`src/rtl/rrx_pkg.sv`:
```
package rrx_pkg;

  localparam int ID_W   = 2;
  localparam int TAG_W  = 2;
  localparam int HDR_W  = ID_W + TAG_W;
  localparam int CRC_W  = 4;
  localparam int DATA_W = 32;
  localparam int CNT_W  = $clog2(DATA_W + 1);

  localparam logic [TAG_W-1:0] TAG_ACK = '0;

  typedef enum logic [2:0] {
    ST_IDLE,
    ST_HUNT,
    ST_HDR,
    ST_DATA,
    ST_CHK,
    ST_FIN
  } rx_state_e;

  // one serial step of the check code: shift left, fold the polynomial in
  function automatic logic [CRC_W-1:0] crc_step(input logic [CRC_W-1:0] c,
                                                input logic b,
                                                input logic [CRC_W-1:0] poly);
    logic fb;
    fb = c[CRC_W-1] ^ b;
    return {c[CRC_W-2:0], 1'b0} ^ (fb ? poly : '0);
  endfunction

  // data field length for a size code (0 = no field)
  function automatic logic [CNT_W-1:0] field_bits(input logic [1:0] code);
    logic [CNT_W-1:0] n;
    case (code)
      2'd1:    n = CNT_W'(8);
      2'd2:    n = CNT_W'(16);
      2'd3:    n = CNT_W'(32);
      default: n = '0;
    endcase
    return n;
  endfunction

endpackage

```
`src/rtl/rrx_pacer.sv`:
```
module rrx_pacer #(
  parameter int HALF_CYC = 2
) (
  input  logic clk,
  input  logic rst,
  input  logic en,
  output logic bus_clk_o,
  output logic tick_o
);
  localparam int PER  = 2 * HALF_CYC;
  localparam int PH_W = (PER > 2) ? $clog2(PER) : 1;
  localparam logic [PH_W-1:0] PH_LAST = PH_W'(PER - 1);
  localparam logic [PH_W-1:0] PH_HIGH = PH_W'(HALF_CYC);

  logic [PH_W-1:0] ph_q;

  always_ff @(posedge clk) begin
    if (rst || !en) begin
      ph_q <= '0;
    end else if (ph_q == PH_LAST) begin
      ph_q <= '0;
    end else begin
      ph_q <= ph_q + 1'b1;
    end
  end

  // low phase first, then high; the sample point is the end of the high phase
  assign bus_clk_o = !(en && (ph_q < PH_HIGH));
  assign tick_o    = en && (ph_q == PH_LAST);

endmodule

```
`src/rtl/rrx_crc.sv`:
```
module rrx_crc
  import rrx_pkg::*;
#(
  parameter logic [CRC_W-1:0] POLY = 4'h3
) (
  input  logic             clk,
  input  logic             rst,
  input  logic             clear,
  input  logic             feed,
  input  logic             bit_i,
  output logic [CRC_W-1:0] crc_o
);
  logic [CRC_W-1:0] crc_q;

  always_ff @(posedge clk) begin
    if (rst || clear) begin
      crc_q <= '0;
    end else if (feed) begin
      crc_q <= crc_step(crc_q, bit_i, POLY);
    end
  end

  assign crc_o = crc_q;

endmodule

```
`src/rtl/rrx_shreg.sv`:
```
module rrx_shreg #(
  parameter int W = 8
) (
  input  logic         clk,
  input  logic         rst,
  input  logic         clear,
  input  logic         shift,
  input  logic         bit_i,
  output logic [W-1:0] value_o
);
  logic [W-1:0] sr_q;

  generate
    if (W == 1) begin : g_one
      always_ff @(posedge clk) begin
        if (rst || clear) sr_q <= '0;
        else if (shift)   sr_q <= bit_i;
      end
    end else begin : g_many
      always_ff @(posedge clk) begin
        if (rst || clear) sr_q <= '0;
        else if (shift)   sr_q <= {sr_q[W-2:0], bit_i};
      end
    end
  endgenerate

  assign value_o = sr_q;

endmodule

```
`src/rtl/rrx_ctrl.sv`:
```
module rrx_ctrl
  import rrx_pkg::*;
#(
  parameter int HUNT_LIMIT = 1000
) (
  input  logic             clk,
  input  logic             rst,
  input  logic             start_i,
  input  logic [1:0]       size_i,
  input  logic             tick_i,
  input  logic             bit_i,
  input  logic [TAG_W-1:0] tag_now_i,
  output logic             busy_o,
  output logic             pace_en_o,
  output logic             clear_o,
  output logic             crc_feed_o,
  output logic             hdr_shift_o,
  output logic             dat_shift_o,
  output logic             fin_o,
  output logic             timeout_o
);
  localparam int HUNT_W = $clog2(HUNT_LIMIT + 1);
  localparam logic [HUNT_W-1:0] HUNT_LAST = HUNT_W'(HUNT_LIMIT - 1);
  localparam logic [CNT_W-1:0]  HDR_LAST  = CNT_W'(HDR_W - 1);
  localparam logic [CNT_W-1:0]  CHK_LAST  = CNT_W'(CRC_W - 1);

  rx_state_e        st_q;
  logic [HUNT_W-1:0] hunt_q;
  logic [CNT_W-1:0]  cnt_q;
  logic [CNT_W-1:0]  len_q;
  logic [1:0]        size_q;
  logic              to_q;

  always_comb begin
    busy_o      = (st_q != ST_IDLE);
    pace_en_o   = (st_q == ST_HUNT) || (st_q == ST_HDR) ||
                  (st_q == ST_DATA) || (st_q == ST_CHK);
    clear_o     = start_i && (st_q == ST_IDLE);
    hdr_shift_o = tick_i && (st_q == ST_HDR);
    dat_shift_o = tick_i && (st_q == ST_DATA);
    fin_o       = (st_q == ST_FIN);
    timeout_o   = to_q;
    case (st_q)
      ST_HUNT:                 crc_feed_o = tick_i && bit_i;
      ST_HDR, ST_DATA, ST_CHK: crc_feed_o = tick_i;
      default:                 crc_feed_o = 1'b0;
    endcase
  end

  always_ff @(posedge clk) begin
    if (rst) begin
      st_q   <= ST_IDLE;
      hunt_q <= '0;
      cnt_q  <= '0;
      len_q  <= '0;
      size_q <= '0;
      to_q   <= 1'b0;
    end else begin
      case (st_q)
        ST_IDLE: begin
          if (start_i) begin
            st_q   <= ST_HUNT;
            hunt_q <= '0;
            cnt_q  <= '0;
            size_q <= size_i;
            to_q   <= 1'b0;
          end
        end
        ST_HUNT: begin
          if (tick_i) begin
            if (bit_i) begin
              st_q  <= ST_HDR;
              cnt_q <= '0;
            end else if (hunt_q == HUNT_LAST) begin
              st_q <= ST_FIN;
              to_q <= 1'b1;
            end else begin
              hunt_q <= hunt_q + 1'b1;
            end
          end
        end
        ST_HDR: begin
          if (tick_i) begin
            if (cnt_q == HDR_LAST) begin
              cnt_q <= '0;
              // the tag just completed decides whether a data field follows
              if (tag_now_i == TAG_ACK && size_q != 2'd0) begin
                st_q  <= ST_DATA;
                len_q <= field_bits(size_q);
              end else begin
                st_q <= ST_CHK;
              end
            end else begin
              cnt_q <= cnt_q + 1'b1;
            end
          end
        end
        ST_DATA: begin
          if (tick_i) begin
            if (cnt_q == len_q - 1'b1) begin
              cnt_q <= '0;
              st_q  <= ST_CHK;
            end else begin
              cnt_q <= cnt_q + 1'b1;
            end
          end
        end
        ST_CHK: begin
          if (tick_i) begin
            if (cnt_q == CHK_LAST) begin
              st_q <= ST_FIN;
            end else begin
              cnt_q <= cnt_q + 1'b1;
            end
          end
        end
        ST_FIN:  st_q <= ST_IDLE;
        default: st_q <= ST_IDLE;
      endcase
    end
  end

endmodule

```
`src/rtl/resp_receiver.sv`:
```
module resp_receiver
  import rrx_pkg::*;
#(
  parameter int               HALF_CYC   = 2,
  parameter int               HUNT_LIMIT = 1000,
  parameter logic [CRC_W-1:0] CRC_POLY   = 4'h3
) (
  input  logic              clk,
  input  logic              rst,
  input  logic              start_i,
  input  logic [1:0]        size_i,
  input  logic              sda_i,
  output logic              bus_clk_o,
  output logic              sda_oe_o,
  output logic              busy_o,
  output logic              done_o,
  output logic [ID_W-1:0]   id_o,
  output logic [TAG_W-1:0]  tag_o,
  output logic [DATA_W-1:0] rdata_o,
  output logic              err_timeout_o,
  output logic              err_crc_o
);
  logic              bit_l;
  logic              tick;
  logic              busy;
  logic              pace_en;
  logic              clr;
  logic              crc_feed;
  logic              hdr_shift;
  logic              dat_shift;
  logic              fin;
  logic              timeout;
  logic [CRC_W-1:0]  residue;
  logic [HDR_W-1:0]  hdr_val;
  logic [DATA_W-1:0] dat_val;
  logic [TAG_W-1:0]  tag_now;

  // the line is active low
  assign bit_l   = ~sda_i;
  assign tag_now = {hdr_val[0], bit_l};

  rrx_pacer #(.HALF_CYC(HALF_CYC)) pacer_i (
    .clk      (clk),
    .rst      (rst),
    .en       (pace_en),
    .bus_clk_o(bus_clk_o),
    .tick_o   (tick)
  );

  rrx_ctrl #(.HUNT_LIMIT(HUNT_LIMIT)) ctrl_i (
    .clk        (clk),
    .rst        (rst),
    .start_i    (start_i),
    .size_i     (size_i),
    .tick_i     (tick),
    .bit_i      (bit_l),
    .tag_now_i  (tag_now),
    .busy_o     (busy),
    .pace_en_o  (pace_en),
    .clear_o    (clr),
    .crc_feed_o (crc_feed),
    .hdr_shift_o(hdr_shift),
    .dat_shift_o(dat_shift),
    .fin_o      (fin),
    .timeout_o  (timeout)
  );

  rrx_crc #(.POLY(CRC_POLY)) crc_i (
    .clk  (clk),
    .rst  (rst),
    .clear(clr),
    .feed (crc_feed),
    .bit_i(bit_l),
    .crc_o(residue)
  );

  rrx_shreg #(.W(HDR_W)) hdr_i (
    .clk    (clk),
    .rst    (rst),
    .clear  (clr),
    .shift  (hdr_shift),
    .bit_i  (bit_l),
    .value_o(hdr_val)
  );

  rrx_shreg #(.W(DATA_W)) dat_i (
    .clk    (clk),
    .rst    (rst),
    .clear  (clr),
    .shift  (dat_shift),
    .bit_i  (bit_l),
    .value_o(dat_val)
  );

  always_ff @(posedge clk) begin
    if (rst) begin
      done_o        <= 1'b0;
      sda_oe_o      <= 1'b1;
      id_o          <= '0;
      tag_o         <= '0;
      rdata_o       <= '0;
      err_timeout_o <= 1'b0;
      err_crc_o     <= 1'b0;
    end else begin
      done_o   <= fin;
      sda_oe_o <= !(clr || (busy && !fin));
      if (fin) begin
        id_o          <= hdr_val[HDR_W-1 -: ID_W];
        tag_o         <= hdr_val[TAG_W-1:0];
        rdata_o       <= dat_val;
        err_timeout_o <= timeout;
        err_crc_o     <= !timeout && (residue != '0);
      end
    end
  end

  assign busy_o = busy;

endmodule

```
`config.mk`:
```
export PLATFORM = sky130hd
export DESIGN_NAME = resp_receiver
export DESIGN_NICKNAME = d
export VERILOG_FILES = /design/src/rtl/rrx_pkg.sv /design/src/rtl/rrx_pacer.sv /design/src/rtl/rrx_crc.sv /design/src/rtl/rrx_shreg.sv /design/src/rtl/rrx_ctrl.sv /design/src/rtl/resp_receiver.sv
export SDC_FILE = /design/constraint.sdc
export NUM_CORES = 1
export LEC_CHECK = 0
export ABC_AREA = 1
export ABC_CLOCK_PERIOD_IN_PS = 3500
export BUFFER_PORTS_ARGS = -buffer_cell sky130_fd_sc_hd__buf_2
export CAP_MARGIN = 20
export CORE_MARGIN = 2
export CORE_UTILIZATION = 60
export CTS_BUF_LIST = sky130_fd_sc_hd__clkbuf_4
export CTS_CLUSTER_SIZE = 10
export DETAILED_ROUTE_END_ITERATION = 10
export GPL_TIMING_DRIVEN = 0
export PLACE_DENSITY = 0.77
export SLEW_MARGIN = 10
export SYNTH_ARGS = -nofsm -noshare
export SYNTH_HDL_FRONTEND = slang
export SYNTH_HIERARCHICAL = 1
export SYNTH_SLANG_ARGS = --single-unit
```
`constraint.sdc`:
```
create_clock -name clk -period 3.5 [get_ports clk]
set_input_delay 0.525 -clock clk [delete_from_list [all_inputs] [get_ports clk]]
set_output_delay 0.525 -clock clk [all_outputs]
set_load 0.005 [all_outputs]
```
* Yosys cells after proc, flatten, opt, wreduce, memory -nomap -nowiden
Index checks and enable logic that the tools add are counted.
** Cells by class
- Bitwise operators :: 3
- Multiplexer cells :: 35
- Order comparisons :: 1
- Add/subtract/negate cells :: 4
- Reduce and logical (&&, ||, !) cells :: 35
- Equal/unequal tests :: 26
** Operators by type and width (count)
- $mux W6 :: 9
- $mux W10 :: 4
- $mux W3 :: 11
- $pmux W6 S5 :: 1
- $pmux W10 S2 :: 1
- $ne A2 B2 Y1 const B :: 9
- $pmux W6 S3 :: 1
- $pmux W3 S5 :: 1
- $add A10 B1 Y10 const B :: 1
- $eq A10 B10 Y1 const B :: 1
- $reduce_and A5 Y1 :: 2
- $logic_and A1 B1 Y1 :: 9
- $reduce_and A9 Y1 :: 1
- $ne A2 B1 Y1 const B :: 4
- $reduce_and A8 Y1 :: 1
- $add A6 B1 Y6 const B :: 1
- $eq A2 B2 Y1 const B :: 3
- $eq A3 B2 Y1 const B :: 2
- $eq A3 B3 Y1 const B :: 2
- $eq A6 B2 Y1 const B :: 1
- $eq A6 B6 Y1 :: 1
- $logic_or A1 B1 Y1 :: 6
- $sub A6 B1 Y6 const B :: 1
- $logic_not A1 Y1 :: 5
- 21 further kinds :: 26
** Word-level totals
- Word-level logic and storage cells :: 121
- Flip-flop bits (word level) :: 110
- Output and inout bits :: 42
- Bits of input ports :: 6

* Logic depth before layout (Yosys ltp)
- Depth in word-level cells :: 7
- Depth in mapped cells :: 17
- Gate-level depth less buffers :: 16

* Hierarchy
The synthesis kept the hierarchy.
** By module, submodules not included
- rrx_ctrl :: sequential area each 500.5 um^2, cells each 288, instances 1, area each 1734.2 um^2
- resp_receiver :: sequential area each 800.8 um^2, cells each 174, instances 1, area each 1393.8 um^2
- rrx_shreg (dat_i) :: sequential area each 640.6 um^2, cells each 203, instances 1, area each 1356.3 um^2
- rrx_crc :: sequential area each 80.1 um^2, cells each 29, instances 1, area each 187.7 um^2
- rrx_shreg (hdr_i) :: sequential area each 80.1 um^2, cells each 26, instances 1, area each 177.7 um^2
- rrx_pacer :: sequential area each 40.0 um^2, cells each 13, instances 1, area each 91.3 um^2

* Worst setup path before layout
OpenSTA, ideal clock, no wires.
- Path kind :: flip-flop to flip-flop
- Start :: reg ctrl_i.st_q[0]
- End :: reg ctrl_i.hunt_q[6]
- Required time :: 3.438 ns
- Cell stages (with the launch flop) :: 18
- Arrival time :: 1.717 ns
- Path buffers :: 2
- Clock period less this slack :: 1.779 ns
- Library setup time :: 0.062 ns
- Path slack :: 1.721 ns
- Cells stage by stage :: dfxtp_1 > buf_6 > inv_1 > nand2_1 > nand2_1 > nand2_1 > nand2_1 > nand2_1 > inv_1 > inv_1 > nand3_1 > nand2_4 > nor3_4 > nand2_2 > buf_6 > o21bai_4 > inv_2 > nor2_2
** Between the ends
- Cells in the longest elaborated chain, start to end :: 7
- Elaborated cells between the ends (all ways) :: 16
- Classes of those cells :: eq/ne (8); mux (1); reduce/logical (7)
** Ends and longest elaborated chain
- from (decl) :: RTL line rrx_ctrl.sv:27 : rx_state_e st_q;
- from (signal assigned) :: RTL line rrx_ctrl.sv:52 : st_q <= ST_IDLE;
- from (signal assigned) :: RTL line rrx_ctrl.sv:62 : st_q <= ST_HUNT;
- from (signal assigned) :: RTL line rrx_ctrl.sv:72 : st_q <= ST_HDR;
- $eq A3 B1 Y1 or $eq A3 B2 Y1 (tied branches) :: RTL line rrx_ctrl.sv:36 : pace_en_o = (st_q == ST_HUNT) || (st_q == ST_HDR) ||
- $logic_or A1 B1 Y1 (2 in series) :: RTL line rrx_ctrl.sv:36
- $logic_or A1 B1 Y1 * :: RTL line rrx_ctrl.sv:37 : (st_q == ST_DATA) || (st_q == ST_CHK);
- net pace_en :: RTL line resp_receiver.sv:26 : logic pace_en;
- $logic_and A1 B1 Y1 * :: RTL line rrx_pacer.sv:29 : assign tick_o = en && (ph_q == PH_LAST);
- net tick :: RTL line resp_receiver.sv:24 : logic tick;
- $ne A2 B1 Y1 (no source line) *
- $reduce_and A5 Y1 (no source line) *
- to (signal assigned) :: RTL line rrx_ctrl.sv:78 : hunt_q <= hunt_q + 1'b1;
- to (decl) :: RTL line rrx_ctrl.sv:28 : logic [HUNT_W-1:0] hunt_q;
The timed path passes the listed nets; every way through them passes the cells marked *.
A chain may end at the register's enable or synchronous reset.

* Worst setup path in the final report
- Start :: reg ctrl_i.st_q[1]
- End :: out bus_clk_o
** Between the ends
- Cells in the longest elaborated chain, start to end :: 6
- Elaborated cells between the ends (all ways) :: 9
- Classes of those cells :: eq/ne (4); reduce/logical (5)
** Ends and longest elaborated chain
- $eq A3 B1 Y1 or $eq A3 B2 Y1 (tied branches) :: RTL line rrx_ctrl.sv:36
- $logic_or A1 B1 Y1 (2 in series) :: RTL line rrx_ctrl.sv:36
- $logic_or A1 B1 Y1 * :: RTL line rrx_ctrl.sv:37
- net pace_en :: RTL line resp_receiver.sv:26
- $logic_and A1 B1 Y1 * :: RTL line rrx_pacer.sv:28 : assign bus_clk_o = !(en && (ph_q < PH_HIGH));
- $logic_not A1 Y1 * :: RTL line rrx_pacer.sv:28
- to (decl) :: RTL line resp_receiver.sv:13 : output logic bus_clk_o,
Marked as above.

==> impl_metrics.toml <==
[critical_path]
endpoint_kind = "output pin"
rr_worst_depth = 16
r2r_start = "ctrl_i/st_q[1]"
cp.required_ps = 2970
start_kind = "flop"
crit_family = "flip-flops"
crit_cells = 7
path_max_fanout = 6
crit_path_frequent_cell = "nand2_1"
cp-startpoint = "ctrl_i/st_q[1]"
critPathArrivalTime_ps = 1570
path_cells = "inv_1 -> nand2_1 -> nand2_1 -> nand2_1 -> nand2_1 -> nand2_1 -> buf_2"
critPathMaxStageDelay_ps = 490
worstSetupPathType = "reg -> out"
critPathBufInv = 2
r2r_end = "ctrl_i/hunt_q[9]"
rrSetupSlack_ps = 1410
cp_slowest_cell = "dfxtp_1"

[logic_synthesis]
ys_seq_elements = 107
async_flop_share = 0
syn_inst = 733
syn_area_sq_um = 4940
postSynthAreaPerCell_sq_um = 6.74
synth_seq_area_share = 0.434
syn-num-nets = 743
yosysWarnings = 6
synth_edf_count = 0
synth_cell_types = 33
ys.flop_type = "dfxtp_1"

[grt]
grt_antenna_before_repair = 0
grt_pass1_vias = 4171
grt_use_total = 0.244
grt_pass1_wl_mm = 17.6
grt_max_degree = 20
gr-total-overflow = 0

[detailed_routing]
vias_per_cell = 4.95
via_count = 4463
top_layer = "met4"
dr.first_iter.drc_count = 163
wl_mm = 10.2
met3_length_um = 369
dr.pass1.iters = 5
ant_nets = 0
drc = 0
met2_length_mm = 5.01
wl_per_cell_um = 11.3
drt-met1-wl_mm = 4.66

[placed_design]
hpwl_mm = 7.52
pre_cts_slack_ps = 1430
gp_congestion = 0.968
io_buffer_count = 47

[timing]
worst_pin_slew_ps = 583
fin_tns_setup_ps = 0
max_freq_ghz = 0.477
drv_slew = 0
worst_slack_ps = 1400
finalHoldViolations = 0
skew_ps = 30.5
rsz0062_at_grt = "false"
fin_crit_sh = 0.599
setup_viol = 0
relSlewSlack = 0.610
fin_crit_ps = 2100

[floorplan]
io_pins = 48
die_area_sq_um = 8980
dieHeight_um = 94.7
fp-row-count = 33
die_w_um = 94.7
core-area_sq_um = 8090
start_util = 0.611

[cells_and_area]
final_cell_mix = "nor2_1, nand2_1, dfxtp_1"
seq_area_sq_um = 2140
nets = 801
drive_gt1_frac = 0.141
multi_input_area_sq_um = 2220
final_common_cell = "nor2_1"
antenna_cells = 0
synthToLayoutAreaGrowth_pct = 10.5
fillers = 753

[pwr]
peakVddDrop_v = 0.000419
finalPower_mw = 3.30
p_leak_nw = 2.52
p_per_area_nw_per_um2 = 605

[cts]
h-tree-depth = 3
clk_latency_ps = 460
clock_path_buffers = 2
cts_made_buffers = 9
cts.clk_slew.worst_paths_ps = 160
cts-root-buf = "clkbuf_4"
clock_sinks = 107
cts-resized-gates = 0
tritoncts = "done"
post_cts_buffers = 0
cts_hold_buffers = 0

[min_path]
hold_depth = 3
hp-start = "size_i[0]"
min_to = "ctrl_i/size_q[0]"
hold_class = "in -> reg"

[run]
maxCapViolations = 0

[run_status]
outcome = "completed"
## final cells by class
| cell class | instances | area share |
|---|---|---|
| buffer | 26 | 0.0383 |
| clock buffer | 9 | 0.0124 |
| sequential | 107 | 0.392 |
| timing repair buffer | 47 | 0.0431 |
| multi-input combinational | 501 | 0.406 |
| tap | 105 | 0.0241 |
| clock inverter | 7 | 0.0154 |
| inverter | 99 | 0.0685 |
## registers in the layout (all words and copies together), names as in the netlist
register and cells:
sda_oe_o 1, ctrl_i/timeout_o 1, crc_i/crc_o 4, dat_i/value_o 32
ctrl_i/st_q 3, pacer_i/ph_q 2, id_o 2, rdata_o 32
tag_o 2, ctrl_i/hunt_q 10, hdr_i/value_o 4, err_timeout_o 1
ctrl_i/cnt_q 6, err_crc_o 1, done_o 1, ctrl_i/len_q 3
ctrl_i/size_q 2
## cells in the mapped netlist, types with 2 or more instances
cell / count / share of area
clkbuf_1: 3 / 0.0023
nor2_1: 199 / 0.15
nor3_1: 6 / 0.0061
ha_1: 4 / 0.010
o21ai_1: 3 / 0.0030
a21oi_1: 26 / 0.026
nand2_4: 3 / 0.0068
clkbuf_2: 2 / 0.0020
a21oi_2: 2 / 0.0035
nand3_1: 29 / 0.029
inv_2: 4 / 0.0030
nor2_4: 5 / 0.011
nor2_2: 6 / 0.0076
dfxtp_1: 107 / 0.43
o21ai_0: 47 / 0.048
nand2_1: 154 / 0.12
inv_1: 94 / 0.071
buf_6: 12 / 0.027
buf_2: 6 / 0.0061
buf_4: 3 / 0.0046
nand4_1: 6 / 0.0076
## report_power, final
| part | internal [mW] | total (mW) | leakage, nW | switching [mW] |
|---|---|---|---|---|
| logic | 0.442 | 1.26 | 1.57 | 0.820 |
| clock network | 0.231 | 0.653 | 0.0839 | 0.422 |
| registers | 1.32 | 1.39 | 0.865 | 0.0699 |
## how the worst max path moves through the flow
| stage | end | slack, ps |
|---|---|---|
| floorplan | ctrl_i/hunt_q[6] | 1720 |
| finish | bus_clk_o | 1400 |
| CTS | bus_clk_o | 1370 |
| global route | ctrl_i/hunt_q[9] | 1140 |
| global placement | ctrl_i/hunt_q[9] | 1470 |
| detailed placement | ctrl_i/hunt_q[5] | 1430 |
## stage by stage
stage / instance area, sq um / instances / hold slack [ps] / utilization
after detailed placement: 5310 / 885 / 422 / 0.656
after global placement: 5310 / 885 / 405 / 0.656
after global routing: 5460 / 901 / 357 / 0.675
after floorplan: 4940 / 733 / 398 / -
after CTS: 5460 / 901 / 326 / 0.675
final: 5460 / 901 / 368 / 0.675
## metal layers
| layer | GRT usage | up-vias |
|---|---|---|
| li1 | - | 2352 |
| met1 | 0.289 | 2016 |
| met2 | 0.433 | 81 |
| met3 | 0.0367 | 14 |
| met4 | 0.107 | 0 |
| met5 | 0 | - |
## worst register-to-register path, stage by stage, from the launching register on
cell and delay [ps]:
dfxtp_1 490, inv_1 90, nand2_1 60, nand2_1 80
nand2_1 140, nand2_1 100, nand2_1 80, inv_1 60
inv_1 140, nand3_1 150, nand2_4 120, nor3_4 50
nand2_2 100, buf_6 160, nor2_2 50, nor2_1 90
nor2_1 40
## cell families after synthesis
group	Yosys count	synth area share
AOI/OAI and AO/OA	80	0.0858
and+or+nand+nor	415	0.349
xor gates and xnor gates	2	0.00355
adders and majority gates	4	0.0101
buffers and inverters	125	0.118
DFF	107	0.434
(Power assumes the default switching activity.)
